==> src/rtl/pcu_pkg.sv <==
// Shared constants and types for the PWM input capture unit.
// Assumes word addressing; pair registers repeat with a fixed stride.
package pcu_pkg;
    localparam int DATA_W      = 32;
    localparam int REG_CTRL    = 0;
    localparam int REG_PSC     = 1;
    localparam int REG_LIMIT   = 2;
    localparam int REG_EVT     = 3;
    localparam int PAIR_BASE   = 4;
    localparam int PAIR_STRIDE = 4;
    localparam int OFS_CFG     = 0;
    localparam int OFS_CAPA    = 1;
    localparam int OFS_CAPB    = 2;
    localparam int OFS_STAT    = 3;

    typedef enum logic [1:0] {
        EDGE_EVERY1 = 2'd0,
        EDGE_EVERY2 = 2'd1,
        EDGE_EVERY4 = 2'd2,
        EDGE_EVERY8 = 2'd3
    } edge_div_e;

    typedef struct packed {
        logic      swap;
        edge_div_e div;
    } pair_cfg_t;

    // Number of qualifying transitions per capture for a divide code.
    function automatic logic [3:0] edges_per_capture(input edge_div_e d);
        return 4'd1 << d;
    endfunction
endpackage

==> src/rtl/pcu_timebase.sv <==
// Time base: clock divider plus wrapping up-counter.
// Active divider and limit change only on the update strobe, which also
// restarts the counter. Assumes update and run come from registered logic.
module pcu_timebase #(
    parameter int CNT_W = 16,
    parameter int PSC_W = 16
) (
    input  logic             clk,
    input  logic             rst_n,
    input  logic             run,
    input  logic             update,
    input  logic [PSC_W-1:0] psc_pre,
    input  logic [CNT_W-1:0] lim_pre,
    output logic [CNT_W-1:0] count
);
    logic [PSC_W-1:0] psc_act;
    logic [PSC_W-1:0] phase;
    logic [CNT_W-1:0] lim_act;
    logic [CNT_W-1:0] cnt_q;
    logic             tick;

    assign tick  = run && (phase == psc_act);
    assign count = cnt_q;

    // Purpose: take the preloaded divider and limit on update.
    always_ff @(posedge clk) begin
        if (!rst_n) begin
            psc_act <= '0;
            lim_act <= '0;
        end else if (update) begin
            psc_act <= psc_pre;
            lim_act <= lim_pre;
        end
    end

    // Purpose: advance the divider phase while running.
    always_ff @(posedge clk) begin
        if (!rst_n) begin
            phase <= '0;
        end else if (update) begin
            phase <= '0;
        end else if (run) begin
            phase <= tick ? '0 : phase + 1'b1;
        end
    end

    // Purpose: step the counter on each divider tick, wrapping at the limit.
    always_ff @(posedge clk) begin
        if (!rst_n) begin
            cnt_q <= '0;
        end else if (update) begin
            cnt_q <= '0;
        end else if (tick) begin
            cnt_q <= (cnt_q == lim_act) ? '0 : cnt_q + 1'b1;
        end
    end

    p_update_clears_r3: assert property (@(posedge clk) disable iff (!rst_n)
        update |=> (cnt_q == '0 && phase == '0));
    p_within_limit_r2: assert property (@(posedge clk) disable iff (!rst_n)
        cnt_q <= lim_act);
    p_wrap_to_zero_r2: assert property (@(posedge clk) disable iff (!rst_n)
        (tick && !update && cnt_q == lim_act) |=> cnt_q == '0);
    p_hold_when_stopped_r12: assert property (@(posedge clk) disable iff (!rst_n)
        (!run && !update) |=> $stable(cnt_q));
endmodule

==> src/rtl/pcu_cap_slot.sv <==
// One capture slot: edge divider, value latch, new-value and overrun flags.
// Assumes edge_hit is a single-cycle pulse from synchronised logic.
module pcu_cap_slot
    import pcu_pkg::*;
#(
    parameter int CNT_W = 16
) (
    input  logic             clk,
    input  logic             rst_n,
    input  logic             en,
    input  logic             edge_hit,
    input  edge_div_e        div,
    input  logic [CNT_W-1:0] count,
    input  logic             rd_ack,
    output logic [CNT_W-1:0] value,
    output logic             flag,
    output logic             ovr
);
    logic [2:0] ecnt;
    logic [3:0] need;
    logic       strobe;

    assign need   = edges_per_capture(div);
    assign strobe = en && edge_hit && ({1'b0, ecnt} >= need - 4'd1);

    // Purpose: count qualifying transitions between captures.
    always_ff @(posedge clk) begin
        if (!rst_n) begin
            ecnt <= '0;
        end else if (!en) begin
            ecnt <= '0;
        end else if (edge_hit) begin
            ecnt <= strobe ? '0 : ecnt + 1'b1;
        end
    end

    // Purpose: latch the time base on a capture.
    always_ff @(posedge clk) begin
        if (!rst_n) begin
            value <= '0;
        end else if (strobe) begin
            value <= count;
        end
    end

    // Purpose: maintain sticky new-value and overrun flags.
    always_ff @(posedge clk) begin
        if (!rst_n) begin
            flag <= 1'b0;
            ovr  <= 1'b0;
        end else if (strobe) begin
            flag <= 1'b1;
            ovr  <= rd_ack ? 1'b0 : (ovr | flag);
        end else if (rd_ack) begin
            flag <= 1'b0;
            ovr  <= 1'b0;
        end
    end

    p_capture_sets_flag_r9: assert property (@(posedge clk) disable iff (!rst_n)
        strobe |=> flag);
    p_read_clears_flag_r9: assert property (@(posedge clk) disable iff (!rst_n)
        (rd_ack && !strobe) |=> (!flag && !ovr));
    p_overrun_needs_flag_r10: assert property (@(posedge clk) disable iff (!rst_n)
        $rose(ovr) |-> $past(flag));
    p_disabled_idle_r8: assert property (@(posedge clk) disable iff (!rst_n)
        !en |=> (ecnt == '0 && $stable(value)));
endmodule

==> src/rtl/pcu_pair.sv <==
// Capture pair: synchronises one input, detects its transitions and routes
// rising/falling events to two slots (swapped when cfg.swap is set).
// Assumes the input is asynchronous to clk.
module pcu_pair
    import pcu_pkg::*;
#(
    parameter int CNT_W       = 16,
    parameter int SYNC_STAGES = 2
) (
    input  logic             clk,
    input  logic             rst_n,
    input  logic             sig_in,
    input  logic             en,
    input  pair_cfg_t        cfg,
    input  logic [CNT_W-1:0] count,
    input  logic             ack_a,
    input  logic             ack_b,
    output logic [CNT_W-1:0] val_a,
    output logic [CNT_W-1:0] val_b,
    output logic [3:0]       stat
);
    logic [SYNC_STAGES:0] shreg;
    logic                 level, level_d, rise, fall;
    logic                 hit_a, hit_b, flag_a, flag_b, ovr_a, ovr_b;

    // Purpose: synchronise the input and keep one extra stage for edges.
    always_ff @(posedge clk) begin
        if (!rst_n) begin
            shreg <= '0;
        end else begin
            shreg <= {shreg[SYNC_STAGES-1:0], sig_in};
        end
    end

    assign level   = shreg[SYNC_STAGES-1];
    assign level_d = shreg[SYNC_STAGES];
    assign rise    = level & ~level_d;
    assign fall    = ~level & level_d;
    assign hit_a   = cfg.swap ? fall : rise;
    assign hit_b   = cfg.swap ? rise : fall;
    assign stat    = {ovr_b, ovr_a, flag_b, flag_a};

    pcu_cap_slot #(.CNT_W(CNT_W)) u_slot_a (
        .clk(clk), .rst_n(rst_n), .en(en), .edge_hit(hit_a), .div(cfg.div),
        .count(count), .rd_ack(ack_a), .value(val_a), .flag(flag_a), .ovr(ovr_a)
    );

    pcu_cap_slot #(.CNT_W(CNT_W)) u_slot_b (
        .clk(clk), .rst_n(rst_n), .en(en), .edge_hit(hit_b), .div(cfg.div),
        .count(count), .rd_ack(ack_b), .value(val_b), .flag(flag_b), .ovr(ovr_b)
    );
endmodule

==> src/rtl/pwm_capture_unit.sv <==
// Top of the PWM input capture unit: register port, shared time base and
// NPAIR capture pairs. Read data is combinational; a read strobe on a slot
// address acknowledges that slot. Assumes NPAIR, CNT_W, PSC_W < 32.
module pwm_capture_unit
    import pcu_pkg::*;
#(
    parameter int NPAIR       = 2,
    parameter int CNT_W       = 16,
    parameter int PSC_W       = 16,
    parameter int ADDR_W      = 4,
    parameter int SYNC_STAGES = 2
) (
    input  logic              clk,
    input  logic              rst_n,
    input  logic [NPAIR-1:0]  pwm_in,
    input  logic              reg_wr,
    input  logic              reg_rd,
    input  logic [ADDR_W-1:0] reg_addr,
    input  logic [DATA_W-1:0] reg_wdata,
    output logic [DATA_W-1:0] reg_rdata
);
    localparam int CFG_W = $bits(pair_cfg_t);

    logic                          run_q;
    logic [NPAIR-1:0]              pen_q;
    logic [PSC_W-1:0]              psc_pre;
    logic [CNT_W-1:0]              lim_pre;
    logic [CNT_W-1:0]              count;
    logic                          update;
    logic [NPAIR-1:0][CFG_W-1:0]   cfg_v;
    logic [NPAIR-1:0][CNT_W-1:0]   val_a_v;
    logic [NPAIR-1:0][CNT_W-1:0]   val_b_v;
    logic [NPAIR-1:0][3:0]         stat_v;

    assign update = reg_wr && (reg_addr == ADDR_W'(REG_EVT)) && reg_wdata[0];

    // Purpose: hold control bits and the time-base preloads.
    always_ff @(posedge clk) begin
        if (!rst_n) begin
            run_q   <= 1'b0;
            pen_q   <= '0;
            psc_pre <= '0;
            lim_pre <= '0;
        end else if (reg_wr) begin
            if (reg_addr == ADDR_W'(REG_CTRL)) begin
                run_q <= reg_wdata[0];
                pen_q <= reg_wdata[NPAIR:1];
            end
            if (reg_addr == ADDR_W'(REG_PSC)) begin
                psc_pre <= reg_wdata[PSC_W-1:0];
            end
            if (reg_addr == ADDR_W'(REG_LIMIT)) begin
                lim_pre <= reg_wdata[CNT_W-1:0];
            end
        end
    end

    pcu_timebase #(.CNT_W(CNT_W), .PSC_W(PSC_W)) u_tb (
        .clk(clk), .rst_n(rst_n), .run(run_q), .update(update),
        .psc_pre(psc_pre), .lim_pre(lim_pre), .count(count)
    );

    for (genvar p = 0; p < NPAIR; p++) begin : g_pair
        localparam int BASE = PAIR_BASE + PAIR_STRIDE * p;
        pair_cfg_t cfg_r;
        logic      ack_a, ack_b;

        // Purpose: hold this pair's swap bit and edge-divide code.
        always_ff @(posedge clk) begin
            if (!rst_n) begin
                cfg_r <= '0;
            end else if (reg_wr && reg_addr == ADDR_W'(BASE + OFS_CFG)) begin
                cfg_r <= pair_cfg_t'(reg_wdata[CFG_W-1:0]);
            end
        end

        assign ack_a    = reg_rd && (reg_addr == ADDR_W'(BASE + OFS_CAPA));
        assign ack_b    = reg_rd && (reg_addr == ADDR_W'(BASE + OFS_CAPB));
        assign cfg_v[p] = cfg_r;

        pcu_pair #(.CNT_W(CNT_W), .SYNC_STAGES(SYNC_STAGES)) u_pair (
            .clk(clk), .rst_n(rst_n), .sig_in(pwm_in[p]), .en(pen_q[p]),
            .cfg(cfg_r), .count(count), .ack_a(ack_a), .ack_b(ack_b),
            .val_a(val_a_v[p]), .val_b(val_b_v[p]), .stat(stat_v[p])
        );
    end

    // Purpose: select read data by address.
    always_comb begin
        reg_rdata = '0;
        if (reg_addr == ADDR_W'(REG_CTRL)) begin
            reg_rdata = DATA_W'({pen_q, run_q});
        end else if (reg_addr == ADDR_W'(REG_PSC)) begin
            reg_rdata = DATA_W'(psc_pre);
        end else if (reg_addr == ADDR_W'(REG_LIMIT)) begin
            reg_rdata = DATA_W'(lim_pre);
        end
        for (int p = 0; p < NPAIR; p++) begin
            if (reg_addr == ADDR_W'(PAIR_BASE + PAIR_STRIDE * p + OFS_CFG)) begin
                reg_rdata = DATA_W'(cfg_v[p]);
            end
            if (reg_addr == ADDR_W'(PAIR_BASE + PAIR_STRIDE * p + OFS_CAPA)) begin
                reg_rdata = DATA_W'(val_a_v[p]);
            end
            if (reg_addr == ADDR_W'(PAIR_BASE + PAIR_STRIDE * p + OFS_CAPB)) begin
                reg_rdata = DATA_W'(val_b_v[p]);
            end
            if (reg_addr == ADDR_W'(PAIR_BASE + PAIR_STRIDE * p + OFS_STAT)) begin
                reg_rdata = DATA_W'(stat_v[p]);
            end
        end
    end
endmodule

==> config.mk <==
export PLATFORM = sky130hd
export DESIGN_NAME = pwm_capture_unit
export DESIGN_NICKNAME = d
export VERILOG_FILES = /design/src/rtl/pcu_pkg.sv /design/src/rtl/pcu_timebase.sv /design/src/rtl/pcu_cap_slot.sv /design/src/rtl/pcu_pair.sv /design/src/rtl/pwm_capture_unit.sv
export SDC_FILE = /design/constraint.sdc
export NUM_CORES = 1
export LEC_CHECK = 0
export ABC_CLOCK_PERIOD_IN_PS = 2600
export BUFFER_PORTS_ARGS = -buffer_cell sky130_fd_sc_hd__clkbuf_2
export CAP_MARGIN = 20
export CORE_MARGIN = 1.5
export CORE_UTILIZATION = 30
export DETAILED_ROUTE_END_ITERATION = 6
export RECOVER_POWER = 25
export SYNTH_ARGS = -nofsm -noshare
export SYNTH_HDL_FRONTEND = slang
export SYNTH_SLANG_ARGS = --single-unit
==> constraint.sdc <==
create_clock -name clk -period 2.6 [get_ports clk]
set_input_delay 0.26 -clock clk [delete_from_list [all_inputs] [get_ports clk]]
set_output_delay 0.26 -clock clk [all_outputs]
set_load 0.05 [all_outputs]
Word-level counts from Yosys, hierarchy flattened
Cells that the tools add are included.
{"block": "op_classes", "n_bitwise": 13, "eq_ne": 13, "reduce_logical": 28, "order_cmp": 4, "shifts": 2, "addsub": 8, "div_mod_pow": 0, "n_mul": 0, "muxes": 37}
{"cell": "2-to-1 mux 32 bit", "n": 8}
{"cell": "2-to-1 mux 16 bit", "n": 5}
{"cell": "adder 16 x 1 -> 16 bit, second input constant", "n": 2}
{"cell": "== test 16 bit", "n": 2}
{"cell": "2-to-1 mux 1 bit", "n": 20}
{"cell": "logical AND 1 bit", "n": 17}
{"cell": "== test 4 x 3 -> 1 bit, second input constant", "n": 4}
{"cell": "== test 4 bit, second input constant", "n": 4}
{"cell": "greater-or-equal comparator 3 x 4 -> 1 bit", "n": 4}
{"cell": "adder 3 x 1 -> 3 bit, second input constant", "n": 4}
{"cell": "2-to-1 mux 3 bit", "n": 4}
{"cell": "AND reduction 2 bit", "n": 5}
{"cell": "== test 4 x 2 -> 1 bit, second input constant", "n": 2}
{"cell": "nonzero test 2 bit", "n": 4}
{"cell": "<< shifter 1 x 2 -> 4 bit, first input constant", "n": 2}
{"cell": "subtractor 4 x 1 -> 4 bit, second input constant", "n": 2}
{"cell": "NOT 1 bit", "n": 5}
{"cell": "bitwise AND 1 bit", "n": 4}
{"cell": "== test 4 x 1 -> 1 bit, second input constant", "n": 1}
{"cell": "zero test 4 bit", "n": 1}
{"cell": "bitwise OR 1 bit", "n": 4}
{"cell": "OR reduction 2 bit", "n": 1}
{"block": "totals", "mem_bits_rw": 0, "mem_count": 0, "romBits": 0, "output_inout_bits": 32, "latch_bits": 0, "elab_cells": 135, "ff_bits": 195}

Longest topological paths before layout
{"block": "depth", "depth_word": 12, "mapped_depth": 9}

Modules after synthesis
From an unflattened synthesis, not the netlist that was laid out.
{"block": "hier_totals", "cells_unflattened": 1141, "area_unflattened_um2": 10080.9}
{"module": "pcu_cap_slot", "cells_each": 103, "area_each_um2": 944.7, "instances": 4, "seq_area_each_um2": 420.4}
{"module": "pcu_timebase", "cells_each": 339, "area_each_um2": 3155.5, "instances": 1, "seq_area_each_um2": 1281.2}
{"module": "pwm_capture_unit", "cells_each": 362, "area_each_um2": 2826.5, "instances": 1, "seq_area_each_um2": 820.8}
{"module": "pcu_pair", "cells_each": 14, "area_each_um2": 160.2, "instances": 2, "seq_area_each_um2": 60.1}

Worst setup path before layout
No wires, ideal clock.
{"block": "synth_path", "path_kind": "input to output", "start": "input port reg_addr[0]", "end": "output port reg_rdata[2]", "setup_slack_ns": -0.418, "arrival_time_ns": 2.758, "path_buffers": 2, "path_stages": 6, "cell_sequence": "clkbuf_1 clkbuf_1 o21ai_0 a21oi_1 nor2_1 o41ai_1"}
{"block": "synth_between", "elab_chain_len": 12}
{"item": "start, declared", "line": "pwm_capture_unit.sv:18", "source": "input logic [ADDR_W-1:0] reg_addr,"}
{"item": "== test 4 x 2 -> 1 bit", "line": "pwm_capture_unit.sv:95", "source": "end else if (reg_addr == ADDR_W'(REG_LIMIT)) begin"}
{"item": "2-to-1 mux 16 bit", "line": "pwm_capture_unit.sv:95"}
{"item": "2-to-1 mux 16 bit", "line": "pwm_capture_unit.sv:93", "source": "end else if (reg_addr == ADDR_W'(REG_PSC)) begin"}
{"item": "2-to-1 mux 16 bit", "line": "pwm_capture_unit.sv:91", "source": "if (reg_addr == ADDR_W'(REG_CTRL)) begin"}
{"item": "2-to-1 mux 32 bit", "line": "pwm_capture_unit.sv:99", "source": "if (reg_addr == ADDR_W'(PAIR_BASE + PAIR_STRIDE * p + OFS_CFG)) begin"}
{"item": "2-to-1 mux 32 bit", "line": "pwm_capture_unit.sv:102", "source": "if (reg_addr == ADDR_W'(PAIR_BASE + PAIR_STRIDE * p + OFS_CAPA)) begin"}
{"item": "2-to-1 mux 32 bit", "line": "pwm_capture_unit.sv:105", "source": "if (reg_addr == ADDR_W'(PAIR_BASE + PAIR_STRIDE * p + OFS_CAPB)) begin"}
{"item": "2-to-1 mux 32 bit", "line": "pwm_capture_unit.sv:108", "source": "if (reg_addr == ADDR_W'(PAIR_BASE + PAIR_STRIDE * p + OFS_STAT)) begin"}
{"item": "2-to-1 mux 32 bit", "line": "pwm_capture_unit.sv:99"}
{"item": "2-to-1 mux 32 bit", "line": "pwm_capture_unit.sv:102"}
{"item": "2-to-1 mux 32 bit", "line": "pwm_capture_unit.sv:105"}
{"item": "2-to-1 mux 32 bit *", "line": "pwm_capture_unit.sv:108"}
{"item": "end, declared", "line": "pwm_capture_unit.sv:20", "source": "output logic [DATA_W-1:0] reg_rdata"}
Every way passes the cells marked *; elsewhere a longest branch is shown, timed or not.

Final worst setup path
{"block": "layout_path", "start": "register psc_pre[3]", "end": "output port reg_rdata[3]"}
{"block": "layout_between", "elab_chain_len": 10}
{"item": "start, declared", "line": "pwm_capture_unit.sv:26", "source": "logic [PSC_W-1:0] psc_pre;"}
{"item": "start signal, assigned", "line": "pwm_capture_unit.sv:50", "source": "psc_pre <= reg_wdata[PSC_W-1:0];"}
{"item": "2-to-1 mux 16 bit", "line": "pwm_capture_unit.sv:93"}
{"item": "2-to-1 mux 16 bit", "line": "pwm_capture_unit.sv:91"}
{"item": "2-to-1 mux 32 bit", "line": "pwm_capture_unit.sv:99"}
{"item": "2-to-1 mux 32 bit", "line": "pwm_capture_unit.sv:102"}
{"item": "2-to-1 mux 32 bit", "line": "pwm_capture_unit.sv:105"}
{"item": "2-to-1 mux 32 bit", "line": "pwm_capture_unit.sv:108"}
{"item": "2-to-1 mux 32 bit", "line": "pwm_capture_unit.sv:99"}
{"item": "2-to-1 mux 32 bit", "line": "pwm_capture_unit.sv:102"}
{"item": "2-to-1 mux 32 bit", "line": "pwm_capture_unit.sv:105"}
{"item": "2-to-1 mux 32 bit", "line": "pwm_capture_unit.sv:108"}
Every way passes these cells.

==> results <==
- The H-tree was split into 4 levels.
- The cell with the largest stage delay on the worst path is or3b_2.
- The worst hold path belongs to the class in -> reg.
- Measured along the y axis, the die boundary spans 179 µm.
- At the end of the flow, the number of nets in the layout was about 1,300.
- The flow ran to the end, and the final reports show no timing, DRC or antenna violations.
- For the pin with the worst max-slew slack, the measured transition is 0.980 ns.
- The number of clock sinks seen by CTS is 195.
- Measured against its own limit, the worst slew margin works out to 34.7%.
- With fillers left out, the area of the finished cells amounts to 10,800 µm².
- In the final timing run, aggregate negative setup slack is 0 ns.
- In this run the standard cell core region covers 30,600 µm².
- 74 I/O pins were placed.
- Walking the worst path, the cells encountered are or3b_2 > a211o_1 > nand4_1 > o21ai_0 > a21oi_2 > buf_12.
- The worst-case hold path end point is g_pair[0].u_pair.shreg[0]$_SDFF_PN0_.
- The TritonCTS buffer count is 17.
- The startpoint identified for the worst hold timing path is pwm_in[0].
- The post-route DRC violation count is 0.
- The cell family with the largest share of critical-path delay is compound AO/OA/AOI/OAI gates.
- IR analysis of the VDD net gives a maximum drop of 0.000457 V.
- In this run the remaining antenna-violating nets after routing total 0.
- Once placement finished, the instance area stood at 10,200 µm².
- At the end of routability-driven placement, the weighted congestion stood at 0.850.
- Setup slack on the worst reg-to-reg path comes out at ~0.32 ns.
- The synthesized area per cell is 7.85 µm².
- The number of buffers inserted for hold repair after clock tree synthesis is 0.
- The horizontal extent of the die is 179 µm.
- The number of global-route vias before repair is 7,763.
- Using the TritonRoute via totals, the vias-per-cell ratio works out to 5.25.
- The Yosys step of the flow raised 0 warnings.
- The total of flip-flops plus latches after synthesis is 195.
- The dominant cell type by area after synthesis is dfxtp_1.
- Detailed placement ended at an HPWL of 19,300 µm.
- In the post-synthesis netlist, the biggest area contributors are dfxtp_1 (42%), a21oi_1 (9.0%), nand2_1 (7.8%), nand3_1 (5.5%), o21ai_0 (4.5%).
- STA puts the critical path data required time at 2.34 ns.
- The share of the synthesized area in the top cell type is 41.9%.
- The count of endpoints failing hold in the final timing report came to 0.
- The number of design-rule violations left by the first detailed-router iteration is roughly 660.
- The initial utilization of the core area, before any placement, comes to 30.4%.
- The worst path uses 96.4% of the clock period.
- The residual overflow from global routing is 0.
- The relative area change from synthesis to final layout is 15.8%.
- The first global-routing pass estimated 43,000 µm of wire.
- The post-layout minimum cycle time is 2.51 ns.
- Dividing total power by cell area gives a power density of 556 nW/µm².
- The beginning of the critical path is psc_pre[3]$_SDFFE_PN0P_.
- In the layout the commonest cells are dfxtp_1 (194), nand2_1 (192), a21oi_1 (167).
- The biggest cell delay along the critical path is 0.46 ns.
- The worst setup path is captured at an output pin.
- Counting instances, the worst hold path has a depth of 2.
- The worst register-to-register path begins at u_tb.count[0]$_SDFFE_PP0P_.
- The most common cell after layout, fill and taps aside is dfxtp_1.
- Data on the critical path arrives at its endpoint at 2.25 ns.
- After synthesis, the share of flip-flops with an asynchronous set or reset is 0%.
- Of all nets on the critical path, the largest fanout is 3.
- The max-slew violation count is 0.
- The number of antenna diodes in the final layout is 0.
- The area of the mapped netlist is 9310 µm².
- Buffers placed on the I/O ports in this run total 41.
- Setup violations remaining at the end of the flow were counted as 0.
- The highest clock rate is 399 MHz.
- The setup skew after layout is 0.0188 ns.
- The row count is 64.
- Summing internal, switching and leakage power gives around 6 mW.
- The clock transition at the registers of the reported paths is 0.08 ns.
- After detailed routing, the total wire length is between 20,000 and 30,000 µm.
- After synthesis, flip-flops and latches occupy 41.9% of the total area.
- The worst setup path is launched from a flip-flop.
- The tree is rooted in a clkbuf_16.
- Max-cap violations in this run came to 0.
- Yosys mapped a number of flops with a built-in enable equal to 0.
- The maximum buffer depth of the clock tree is 2.
- The die covers 32,100 µm².
- The commonest register cell after synthesis is dfxtp_1.
- The number of antenna violations at the first check in global routing is 0.
- The reg-to-reg endpoint is u_tb.count[10]$_SDFFE_PP0P_.
- The total vias in the final route is 8,430.
- The number of cells in the design after placement is 1,574.
- For the worst-skew pair, the clock arrives at the later sink with an insertion delay of 0.44 ns.
- After the flow finishes, the layout carries non-filler instances totaling between 1,500 and 2,000.
- The worst-case reg-to-reg path depth is 6.
- In the final layout, the share of cells above drive strength 1 is between 10% and 20%.
- TritonCTS built the clock tree.
- Counting distinct cell types in the post-synthesis netlist gives 55.
- The pin count of the biggest net entering global routing is slightly above 70.
- The worst setup path is of the reg -> out kind.
- Global routing used 17.1% of the available tracks.
- The first-pass iteration count of the detailed router is 5.
- The wire length per cell is 16.7 µm.
- Setup repair after global routing left no endpoint under its margin.
- The leakage power is 3.80 nW.
- The buffers plus inverters on the worst setup path is 1.
- Once the clock tree was built, the setup fixing pass inserted 0 buffers.
- In the synthesized netlist, the number of instances is 1,186.
==> what timing repair did <==
action / 4_1_cts / 5_1_grt
resized for setup: 3 / 3
endpoints found under the setup margin: 2 / 13
gates cloned: 0 / 0
==> per-layer routing <==
layer / track usage, % / vias to the layer above / share of wire, %
li1: - / 4154 / -
met1: 23.1 / 4034 / 46
met2: 28.2 / 208 / 48
met3: 2.71 / 34 / 4.2
met4: 4.86 / 0 / 1.7
met5: 0 / - / 0
==> through the flow <==
step                      utilization (%)  hold WS [ns]  setup slack [ns]
after detailed placement             33.2         0.419             0.144
after CTS                            35.2        0.0138            0.0502
final                                35.2        0.0249            0.0940
after global placement               33.2         0.417             0.176
after floorplan                         -         0.387             0.203
after global routing                 35.2        0.0141           0.00317
==> power by group <==
| group | leakage, nW | internal, mW | switching [mW] |
|---|---|---|---|
| logic | 1.93 | 0.0783 | 0.238 |
| registers | 1.57 | 3.00 | 0.0128 |
| clock network | 0.297 | 1.35 | 1.32 |
| total | 3.80 | 4.42 | 1.57 |
==> layout make-up <==
type                    count  area, µm²
well taps                 396        495
multi-input cells         881       4940
clock buffers              19        453
repair buffers             88        771
flip-flops and latches    195       3910
clock inverters            13        156
fillers                  3217      19800
inverters                  14       55.1
==> sequential cells by signal, indices dropped and copies added, names as in the netlist, 6 cells and up <==
name,flops
u_tb.count,16
g_pair.u_pair.u_slot_b.value,32
g_pair.u_pair.shreg,6
psc_pre,16
lim_pre,16
u_tb.phase,16
u_tb.lim_act,16
cfg_v,6
g_pair.u_pair.u_slot_a.value,32
g_pair.u_pair.u_slot_b.ecnt,6
g_pair.u_pair.u_slot_a.ecnt,6
u_tb.psc_act,16
==> cell families after synthesis <==
family,Yosys count,synth area share (%)
AOI/OAI and AO/OA,343,21.1
xor gates and xnor gates,46,4.33
muxes,8,1.16
and+or+nand+nor,450,23.2
adders and majority gates,18,2.42
DFF,195,41.9
other,1,0.0403
buffers and inverters,125,5.83
==> worst reg2reg max path, stage by stage (launching register included) <==
cell and delay, ns:
dfxtp_1 0.62, xor2_1 0.13, nor4_1 0.40, nand4_1 0.29
o311ai_2 0.36, buf_4 0.26, a21oi_1 0.08
==> synthesized netlist by cell type (all sizes together), types with 3 or more instances <==
cell,count
dfxtp,195
nand2,193
a21oi,168
nand3,104
o21ai,83
clkbuf,81
nor2,45
xor2,40
buf,30
a22oi,29
ha,18
and2,17
inv,14
nand2b,13
or4,13
a22o,12
o31ai,12
nor3,11
nand4,10
a21o,9
a31oi,9
nor4,9
nor2b,7
xnor2,6
and3,4
and3b,4
mux2i,4
nand3b,4
nor3b,4
o21a,4
or4b,4
a211oi,3
o22ai,3
o41ai,3
or2,3
==> worst max-delay path by stage <==
stage / endpoint / slack [ns] / cells past startpoint
floorplan: reg_rdata[3] / 0.20 / 7
global placement: reg_rdata[14] / 0.18 / 8
detailed placement: reg_rdata[14] / 0.14 / 8
CTS: reg_rdata[1] / 0.05 / 6
global route: reg_rdata[1] / 0.003 / 6
finish: reg_rdata[3] / 0.09 / 6
Power figures use the tool's default switching activity.
